**src/rtl/tt_pkg.sv**
```systemverilog
package tt_pkg;
  typedef enum logic [0:0] {TK_TICK = 1'b0, TK_SYSTEM = 1'b1} timer_kind_e;

  function automatic int irq_bit_of(timer_kind_e k);
    return (k == TK_SYSTEM) ? 16 : 0;
  endfunction
endpackage

```
**src/rtl/tt_prescaler.sv**
```systemverilog
module tt_prescaler #(
  parameter int DIV = 1
) (
  input  logic clk,
  input  logic rst,
  input  logic tick_en,
  output logic step
);
  localparam int PW = (DIV > 1) ? $clog2(DIV) : 1;

  generate
    if (DIV <= 1) begin : g_direct
      assign step = tick_en;
    end else begin : g_div
      logic [PW-1:0] ph_q;
      assign step = tick_en && (ph_q == PW'(DIV - 1));
      always_ff @(posedge clk) begin
        if (rst)          ph_q <= '0;
        else if (step)    ph_q <= '0;
        else if (tick_en) ph_q <= ph_q + 1'b1;
      end
    end
  endgenerate
endmodule

```
**src/rtl/tt_counter.sv**
```systemverilog
module tt_counter #(
  parameter int CNT_W = 63,
  localparam int DW = CNT_W + 1
) (
  input  logic             clk,
  input  logic             rst,
  input  logic             step,
  input  logic             cnt_we,
  input  logic             cmp_we,
  input  logic [DW-1:0]    wr_data,
  output logic [CNT_W-1:0] cnt_q,
  output logic [CNT_W-1:0] cnt_next,
  output logic             dis_q
);
  assign cnt_next = cnt_q + 1'b1;

  always_ff @(posedge clk) begin
    if (rst) begin
      cnt_q <= '0;
      dis_q <= 1'b1;
    end else begin
      if (cnt_we)      cnt_q <= wr_data[CNT_W-1:0];
      else if (step)   cnt_q <= cnt_next;
      if (cnt_we || cmp_we) dis_q <= wr_data[DW-1];
    end
  end

  AST_RESET_COUNT: assert property (@(posedge clk) rst |=> (cnt_q == '0 && dis_q));
  AST_COUNT_STEP: assert property (@(posedge clk) disable iff (rst)
    (step && !cnt_we) |=> cnt_q == $past(cnt_q) + 1'b1);
  AST_COUNT_HOLD: assert property (@(posedge clk) disable iff (rst)
    (!step && !cnt_we) |=> $stable(cnt_q));
  AST_COUNT_LOAD: assert property (@(posedge clk) disable iff (rst)
    cnt_we |=> (cnt_q == $past(wr_data[CNT_W-1:0]) && dis_q == $past(wr_data[DW-1])));
endmodule

```
**src/rtl/tt_deadline.sv**
```systemverilog
module tt_deadline #(
  parameter int CNT_W = 63,
  localparam int DW = CNT_W + 1
) (
  input  logic             clk,
  input  logic             rst,
  input  logic             step,
  input  logic             dis,
  input  logic [CNT_W-1:0] cnt_next,
  input  logic             cmp_we,
  input  logic [DW-1:0]    wr_data,
  output logic [DW-1:0]    cmp_q,
  output logic             match
);
  logic armed_q;
  logic fire;
  logic arm_req;

  assign arm_req = !wr_data[DW-1] && (wr_data[CNT_W-1:0] != '0);
  assign fire    = armed_q && !dis && step && (cnt_next >= cmp_q[CNT_W-1:0]);

  always_ff @(posedge clk) begin
    if (rst) begin
      cmp_q   <= {1'b1, {CNT_W{1'b0}}};
      armed_q <= 1'b0;
      match   <= 1'b0;
    end else begin
      match <= fire;
      if (cmp_we) begin
        cmp_q   <= wr_data;
        armed_q <= arm_req;
      end else if (fire) begin
        armed_q <= 1'b0;
      end
    end
  end

  AST_DISABLE_WRITE: assert property (@(posedge clk) disable iff (rst)
    (cmp_we && wr_data[DW-1]) |=> ##1 !match);
  AST_ZERO_DEADLINE: assert property (@(posedge clk) disable iff (rst)
    (cmp_we && !wr_data[DW-1] && wr_data[CNT_W-1:0] == '0) |=> ##1 !match);
  AST_MATCH_ON_TICK: assert property (@(posedge clk) disable iff (rst)
    match |-> $past(step));
  AST_ONE_SHOT: assert property (@(posedge clk) disable iff (rst)
    (match && !$past(cmp_we)) |=> !match);
endmodule

```
**src/rtl/deadline_tick_timer.sv**
```systemverilog
module deadline_tick_timer #(
  parameter int                  CNT_W = 63,
  parameter int                  DIV   = 1,
  parameter int                  IRQ_W = 32,
  parameter tt_pkg::timer_kind_e KIND  = tt_pkg::TK_TICK,
  localparam int DW      = CNT_W + 1,
  localparam int IRQ_BIT = tt_pkg::irq_bit_of(KIND)
) (
  input  logic             clk,
  input  logic             rst,
  input  logic             tick_en,
  input  logic             cnt_we,
  input  logic             cmp_we,
  input  logic [DW-1:0]    wr_data,
  output logic [DW-1:0]    count_rd,
  output logic [DW-1:0]    cmp_rd,
  output logic             match,
  output logic [IRQ_W-1:0] irq_set
);
  logic             step;
  logic [CNT_W-1:0] cnt_q;
  logic [CNT_W-1:0] cnt_next;
  logic             dis_q;

  tt_prescaler #(.DIV(DIV)) u_pre (
    .clk(clk), .rst(rst), .tick_en(tick_en), .step(step)
  );

  tt_counter #(.CNT_W(CNT_W)) u_cnt (
    .clk(clk), .rst(rst), .step(step), .cnt_we(cnt_we), .cmp_we(cmp_we),
    .wr_data(wr_data), .cnt_q(cnt_q), .cnt_next(cnt_next), .dis_q(dis_q)
  );

  tt_deadline #(.CNT_W(CNT_W)) u_dl (
    .clk(clk), .rst(rst), .step(step), .dis(dis_q), .cnt_next(cnt_next),
    .cmp_we(cmp_we), .wr_data(wr_data), .cmp_q(cmp_rd), .match(match)
  );

  assign count_rd = {dis_q, cnt_q};

  generate
    for (genvar i = 0; i < IRQ_W; i++) begin : g_irq
      if (i == IRQ_BIT) begin : g_hit
        assign irq_set[i] = match;
      end else begin : g_zero
        assign irq_set[i] = 1'b0;
      end
    end
  endgenerate

  AST_IRQ_ONEHOT: assert property (@(posedge clk) disable iff (rst)
    $onehot0(irq_set) && (irq_set[IRQ_BIT] == match));
endmodule

```
**config.mk**
```make
export PLATFORM = sky130hd
export DESIGN_NAME = deadline_tick_timer
export DESIGN_NICKNAME = d
export VERILOG_FILES = /design/src/rtl/tt_pkg.sv /design/src/rtl/tt_prescaler.sv /design/src/rtl/tt_counter.sv /design/src/rtl/tt_deadline.sv /design/src/rtl/deadline_tick_timer.sv
export SDC_FILE = /design/constraint.sdc
export NUM_CORES = 1
export LEC_CHECK = 0
export ABC_AREA = 1
export ABC_CLOCK_PERIOD_IN_PS = 6100
export BUFFER_PORTS_ARGS = -buffer_cell sky130_fd_sc_hd__buf_2
export CAP_MARGIN = 40
export CORE_MARGIN = 3
export CORE_UTILIZATION = 59
export DETAILED_ROUTE_END_ITERATION = 10
export PLACE_DENSITY_LB_ADDON = 0.3
export SYNTH_ARGS = -nofsm -noshare
export SYNTH_HDL_FRONTEND = slang
export SYNTH_HIERARCHICAL = 1
export SYNTH_SLANG_ARGS = --single-unit
```
**constraint.sdc**
```tcl
create_clock -name clk -period 6.1 [get_ports clk]
set_input_delay 0.61 -clock clk [delete_from_list [all_inputs] [get_ports clk]]
set_output_delay 0.61 -clock clk [all_outputs]
set_load 0.02 [all_outputs]
```
-- Word-level counts from Yosys, hierarchy flattened
Cells that the tools add are included.
W data, S select, Z words.
- flip-flop bits (word level): 130
- input bits: 69
- output and inout port bits: 161
- word-level logic and storage cells: 21
- add/sub/neg operators: 1
- magnitude comparators: 1
- muxes and demuxes: 4
- reduce and logical (&&, ||, !) cells: 10
- operator list (cell ; count):
    $mux W63 ; 2
    $add A63 B1 Y63 const B ; 1
    $ge A63 B63 Y1 ; 1
    $reduce_bool A63 Y1 ; 1
    $logic_and A1 B1 Y1 ; 4
    $reduce_bool A2 Y1 ; 2
    $logic_not A1 Y1 ; 2
    $mux W1 ; 2
    $logic_or A1 B1 Y1 ; 1

-- Longest topological paths before layout
Gate-level depths: netlist of run 1.
- word-level depth: 6
- depth in mapped cells: 23
- gate-level depth less buffers: 23

-- By module
The synthesis of run 1 kept the hierarchy.
- by module, submodules not included (module ; instances ; cells an instance ; area each (um^2) ; seq. area each (um^2)):
    tt_counter ; 1 ; 752 ; 4668.2 ; 1281.2
    tt_deadline ; 1 ; 589 ; 4157.7 ; 1321.3
    deadline_tick_timer ; 1 ; 34 ; 251.5 ; 0.0
    tt_prescaler ; 1 ; 1 ; 7.5 ; 0.0

-- Worst setup path after synthesis of run 1
No wires, ideal clock.
- path type: reg-to-reg
- start point: reg u_cnt.cnt_q[1]
- end point: reg u_dl.armed_q
- library setup time: 0.114 ns
- arrival time: 2.685 ns
- data required time: 5.986 ns
- slack: 3.301 ns
- stages on the path, launching flop included: 24
- buffers on the path: 0
- clock period less this slack: 2.799 ns
- path through: dfxtp_1 -> ha_1 -> nand2_2 -> nor2_4 -> nand2_4 -> nor2_8 -> nand2_1 -> nor2_1 -> nand2_1 -> and2_1 -> ha_1 -> nand2_1 -> nor2_1 -> nand2_1 -> nor2_1 -> nand2_1 -> nor2_1 -> nand2_1 -> nand2_1 -> nor2_1 -> nand2_1 -> nand2_1 -> nand2_1 -> a21oi_2
- cells in the longest elaborated chain, start to end: 4
- ends and longest elaborated chain (element ; line ; RTL):
    from (decl) ; tt_counter.sv:11 ; output logic [CNT_W-1:0] cnt_q,
    from (signal assigned) ; tt_counter.sv:22 ; if (cnt_we) cnt_q <= wr_data[CNT_W-1:0];
    from (signal assigned) ; tt_counter.sv:23 ; else if (step) cnt_q <= cnt_next;
    $add A63 B1 Y63 ; tt_counter.sv:15 ; assign cnt_next = cnt_q + 1'b1;
    via cnt_next[40] ; deadline_tick_timer.sv:22 ; logic [CNT_W-1:0] cnt_next;
    $ge A63 B63 Y1 ; tt_deadline.sv:20 ; assign fire = armed_q && !dis && step && (cnt_next >= cmp_q[CNT_W-1:0]);
    $logic_and A1 B1 Y1 ; tt_deadline.sv:20 ;
    $reduce_bool A2 Y1 (no source line) ; -- ;
    to (signal assigned) ; tt_deadline.sv:31 ; armed_q <= arm_req;
    to (decl) ; tt_deadline.sv:15 ; logic armed_q;
The timed path passes the listed nets, and every way through them passes these cells.
A chain may end at the register's enable or synchronous reset.

-- Worst setup path after layout of run 1
Same ends and word-level chain as after synthesis.

==> reports/summary.txt, run 1 <==
Post-CTS Hold Fix Bufs: 0
synthesized flop and latch total: 130
Initial Util: 0.613
Final setup violation count: 0
internal cell power: 1.72 mW
slew margin rel.: 0.469
die area: 16900 um^2
most instantiated cells after synthesis: 383 x nand2_1, 148 x nor2_1, 140 x inv_1
global-route wire length before repair: 48000 um
Sink Count: 130
CTS tree: yes
maximum vdd drop: 0.000279 V
sequential power share: 0.375
Root Buffer: clkbuf_16
Clk pwr share: 0.408
RD Place Congestion: 1.04
WL final: 32300 um
Tmin final: 3550 ps
CP arrival: 3840 ps
Max Fclk: 281 MHz
Synth Cell Area: 9080 um^2
post-synthesis sequential area ratio: 0.286
Yosys cell types: 39
initial drt markers: 1120
Setup Crit Path Kind: reg2reg
Post-DP HPWL: 24800 um
ANT nets after route: 0
Leak: 5.02 nW
total track usage: 0.369
I/O pins: 230
Die Span X: 130 um
crit path max fanout: 6
largest area contributor in the netlist: dfxtp_1
most frequent cell after synthesis: nand2_1
area grow syn2layout: 17.5%
Avg Inst Size Synth: 6.60 um^2
Max-Cap Viols: 0
Synth top area share: 0.286
Async SR Flop Fraction: 0
routed via count: 10100
Hold Path Class: in2reg
Logic pwr share: 0.216
Ant. Diodes: 0
Reg clk slew, reported paths: 60 ps
WL/cell: 18.5 um
worst skew pair latency: 430 ps
layout cell share with drive strength beyond 1: 0.189
Syn. warnings: 6
switching share of power: 0.327
Sw Pwr: 0.838 mW
Vias per Instance: 5.77
DRC violations left: 0
non-filler cells, final: 1746
Max Buffers Root-to-Sink: 2
fin nets: 1684
RSZ-0062 raised after global routing: false
Final Hold Fails: 0
dpl ws: 2680 ps
postcts setup bufs: 0
Die Height: 130 um
worst setup margin: 2550 ps
htree depth: 4
Inserted Clock Buffers: 17
initial antenna violation count: 0
top post-synthesis cells by area: dfxtp_1 29%, nand2_1 16%, ha_1 8.8%
status: complete, no violations
number of global-route vias before repair: 8948
Core Footprint: 14800 um^2
CP Capture Type: flip-flop
row count: 44
slew of the pin with the lowest slew margin: 796 ps
port bufs: 198
pin count of the biggest net entering global routing: 68
worst path required time: 6380 ps
skew final: 10.0 ps
synthesized instance count: 1376
drt pass-1 iters: 9
placed cell count: 1716
period utilization: 0.583
top_reg_cell synth: dfxtp_1
Max Slew Vio Count: 0
EDFF count, synth: 0
post-cts resize count: 0
total gr overflow: 0
Power Density: 240 nW/um^2
Worst Setup Start Kind: flip-flop
Setup TNS: 0 ps
## cell families (layout without fill, tap and decap cells)
group / Yosys count / in the layout / synth area share
AO/OA/AOI/OAI: 280 / 280 / 0.173
XOR/XNOR: 31 / 31 / 0.0365
adder cells (fa/ha/maj): 64 / 64 / 0.0881
buffers and inverters: 224 / 380 / 0.108
flip-flops: 130 / 130 / 0.286
other: 1 / 31 / 0.000413
AND/OR/NAND/NOR: 646 / 646 / 0.308
## layer usage
layer | share of wire | vias up | GRT usage
met3 | 0.099 | 70 | 0.0815
met2 | 0.48 | 581 | 0.623
met4 | 0.027 | 0 | 0.114
met5 | 0 | - | 0
li1 | - | 4795 | -
met1 | 0.40 | 4637 | 0.472
## power groups by stage
stage / clock network [mW] / registers, mW / logic, mW
global route: 1.09 / 0.967 / 0.601
finish: 1.04 / 0.961 / 0.554
CTS: 1.05 / 0.959 / 0.543
global placement: 0 / 0.975 / 0.527
floorplan: 0 / 1.03 / 0.299
detailed placement: 0 / 0.977 / 0.538
## through the flow
step / utilization / area [um^2] / hold slack, ps / power (mW)
floorplan: - / 9200 / 458 / 1.33
detailed placement: 0.681 / 10100 / 469 / 1.51
CTS: 0.721 / 10700 / 421 / 2.55
global route: 0.721 / 10700 / 437 / 2.66
global placement: 0.678 / 10000 / 467 / 1.50
finish: 0.721 / 10700 / 438 / 2.56
## cells in the final DEF, fill, tap and decap left out, types with 31 or more instances in the layout
cell | Yosys | layout
a22oi_1 | 44 | 44
nand2_1 | 383 | 383
nor2_1 | 148 | 146
dfxtp_1 | 130 | 130
conb_1 | 1 | 31
ha_1 | 64 | 64
buf_2 | 10 | 198
a21oi_1 | 127 | 127
o21ai_0 | 77 | 77
inv_1 | 140 | 139
## final timing paths
check                      start              to  slack (ps)  cells after the start
setup / recovery  u_cnt/cnt_q[1]    u_dl/armed_q        2550                     20
hold / removal        wr_data[7]   u_dl/cmp_q[7]         440                      3
setup reg to reg  u_cnt/cnt_q[1]    u_dl/armed_q        2550                     20
hold reg to reg   u_dl/cmp_q[40]  u_dl/cmp_q[40]         480                      2
## worst max-delay path, stage by stage (launching register included)
cell	delay, ps
dfxtp_1	390
ha_1	230
nand2_2	100
nor2_4	200
nand2_4	120
nor2_8	200
nand2_1	230
nor2_1	180
nand2_1	80
and2_1	180
ha_1	300
nand2_1	60
nor2_1	320
and3_1	260
nand4_1	110
nor2_1	110
nand2_1	60
nand2_1	70
nand2_1	60
nand2_1	80
a21oi_2	50
## state kept, by name (all words and copies together) (netlist names)
signal and cells:
u_dl/cmp_q 64, u_dl/match 1, u_cnt/dis_q 1, u_dl/armed_q 1, u_cnt/cnt_q 63
## cell type report
type / count / area (um^2)
multi-input combinational: 1052 / 5630
sequential: 130 / 2600
timing repair buffer: 205 / 1080
fill: 1276 / 4140
clock inverter: 13 / 164
clock buffer: 17 / 425
inverter: 145 / 544
tap: 184 / 230
Power figures use the tool's default switching activity.
==> run 2, diff against run 1 <==
- ABC_AREA: 1 -> 0
- ABC_CLOCK_PERIOD_IN_PS: 6100 -> 3700
- CORE_UTILIZATION: 59 -> 55
- clock period: 6.1 -> 3.7 ns (I/O delays scaled with it)
==> run 2 against run 1 <==
Utilization is 1.0 points lower; total power is 67% higher; first-iteration DRC count is 9.6% lower; clock power is 68% higher; synthesized cell count is 17% lower.
==> reports/summary.txt, run 2 <==
WL/cell: 18.9 um
EDFF count, synth: 0
area of the multi-input gates: 5960 um^2
hold path endpoint: u_dl/cmp_q[63]
port bufs: 198
commonest non-fill, non-tap cell in the layout: buf_2
Crit-path slowest cell: or4b_4
die area: 18100 um^2
routed via count: 9501
maximum vdd drop: 0.000336 V
Final Cell Area: 11400 um^2
CP Capture Type: flip-flop
Largest register FFs: 64
sum of buffers and inverters on the critical path: 1
Yosys cell types: 61
Avg Inst Size Synth: 7.98 um^2
post-synthesis sequential area ratio: 0.286
RD Place Congestion: 0.975
Hold Path Class: in2reg
worst skew pair latency: 430 ps
R2R Path End: u_dl/armed_q
Max Slew Vio Count: 0
fin util: 0.710
worst path required time: 4020 ps
slew of the pin with the lowest slew margin: 922 ps
synthesized instance count: 1139
most frequent cells in the layout: 196 x buf_2, 167 x nor2_1, 107 x dfxtp_1, 80 x buf_4, 78 x nand2_1
crit path cell chain: nand4_2, buf_4, nor3_4, and3_4, nand3_1, xnor2_1, ha_1, nand4_1, nor3_2, or4b_4, nor4b_4, a41oi_1, a31o_1
Initial Util: 0.568
Max Fclk: 281 MHz
Final Hold Fails: 0
Ant. Diodes: 0
period utilization: 0.963
most instantiated cells after synthesis: 168 x nor2_1, 130 x dfxtp_1, 78 x nand2_1
total track usage: 0.319
family with the most delay on the worst path: simple AND/OR/NAND/NOR gates
overall power: 4.26 mW
Vias per Instance: 5.94
total gr overflow: 0
hold_sp: wr_data[63]
I/O pins: 230
Tmin final: 3560 ps
register area: 2630 um^2
Worst R2R Start: u_cnt/cnt_q[21]
Die Span X: 135 um
Levels on crit path: 13
Final setup violation count: 0
layout cell share with drive strength beyond 1: 0.271
placed cell count: 1558
fill cell count: 1311
synthesized flop and latch total: 130
CP arrival: 3880 ps
status: complete, no violations
slew margin rel.: 0.386
Area after DPL: 10500 um^2
worst reg2reg path depth: 13
fin nets: 1504
Synth top area share: 0.286
Async SR Flop Fraction: 0
top_reg_cell synth: dfxtp_1
pin count of the biggest net entering global routing: 71
non-filler cells, final: 1600
hold path depth: 2
global-route wire length before repair: 46100 um
initial drt markers: 1012
Top reg by flops: u_dl/cmp_q
drt pass-1 iters: 5
Synth Cell Area: 9090 um^2
Core Footprint: 16000 um^2
DRC violations left: 0
r2r setup slk: 140 ps
row count: 46
Syn. warnings: 6
CTS tree: yes
top flop regs: u_dl/cmp_q: 64 flops, u_cnt/cnt_q: 63 flops
Inserted Clock Buffers: 17
Die Height: 135 um
initial antenna violation count: 0
Leak: 5.28 nW
WL final: 30300 um
most frequent cell after synthesis: nor2_1
Worst path max stage delay: 520 ps
Sink Count: 130
Reg clk slew, reported paths: 60 ps
ANT nets after route: 0
largest area contributor in the netlist: dfxtp_1
Root Buffer: clkbuf_16
Max Buffers Root-to-Sink: 2
skew final: 7.68 ps
Setup Crit Path Kind: reg2reg
Post-CTS Hold Fix Bufs: 0
Max-Cap Viols: 0
number of global-route vias before repair: 8875
Post-DP HPWL: 22000 um
crit path max fanout: 6
htree depth: 4
Power Density: 375 nW/um^2
area grow syn2layout: 25.1%
Worst Setup Start Kind: flip-flop
top post-synthesis cells by area: dfxtp_1 29%, ha_1 8.8%, mux2i_1 7.0%
[run 2: timing repair]
| action | CTS | global route |
|---|---|---|
| gates resized for setup | 0 | 50 |
| endpoints found under the setup margin | 0 | 2 |
| setup buffers | 0 | 10 |
[run 2: stage by stage]
| step | hold slack, ps | TNS, ps | setup slack [ps] |
|---|---|---|---|
| after floorplan | 436 | 0 | 7.59 |
| after global placement | 451 | 0 | 122 |
| after detailed placement | 461 | 0 | 48.2 |
| after CTS | 178 | 0 | 4.79 |
| after global routing | 198 | -35.1 | -35.1 |
| final | 190 | 0 | 137 |
[run 2: cells by family after synthesis]
logic type	count (synthesis)	synth area share
buffers and inverters	170	0.0881
AO/OA/AOI/OAI	159	0.116
multiplexers	64	0.0705
other	1	0.000413
AND/OR/NAND/NOR	461	0.264
XOR/XNOR	90	0.0867
adder cells (fa/ha/maj)	64	0.0881
flip-flops	130	0.286
[run 2: cell type report]
cell class	count	share of cell area
Multi-Input combinational cell	869	0.524
Sequential cell	130	0.232
Timing Repair Buffer	277	0.142
Clock buffer	19	0.0399
Inverter	76	0.0251
Tap cell	216	0.0238
Clock inverter	13	0.0141
[run 2: where the power goes]
part           switching (mW)  internal, mW
clock                   0.659          1.09
sequential             0.0992          1.50
combinational           0.574         0.341
[run 2: routing by layer]
layer | share of wire | GRT usage | routed length (um) | vias to the layer above
li1 | - | - | - | 4437
met1 | 0.41 | 0.425 | 12400 | 4429
met2 | 0.45 | 0.496 | 13700 | 547
met3 | 0.10 | 0.0756 | 3120 | 88
met4 | 0.036 | 0.135 | 1090 | 0
met5 | 0 | 0 | 0 | -
[run 2: worst max path at each step]
stage | to | from
CTS | u_dl/armed_q | u_cnt/cnt_q[17]
detailed placement | u_dl/armed_q | u_cnt/cnt_q[45]
global route | u_dl/armed_q | u_cnt/cnt_q[12]
floorplan | u_dl/armed_q | u_cnt/cnt_q[11]
global placement | u_dl/armed_q | u_cnt/cnt_q[2]
finish | u_dl/armed_q | u_cnt/cnt_q[21]
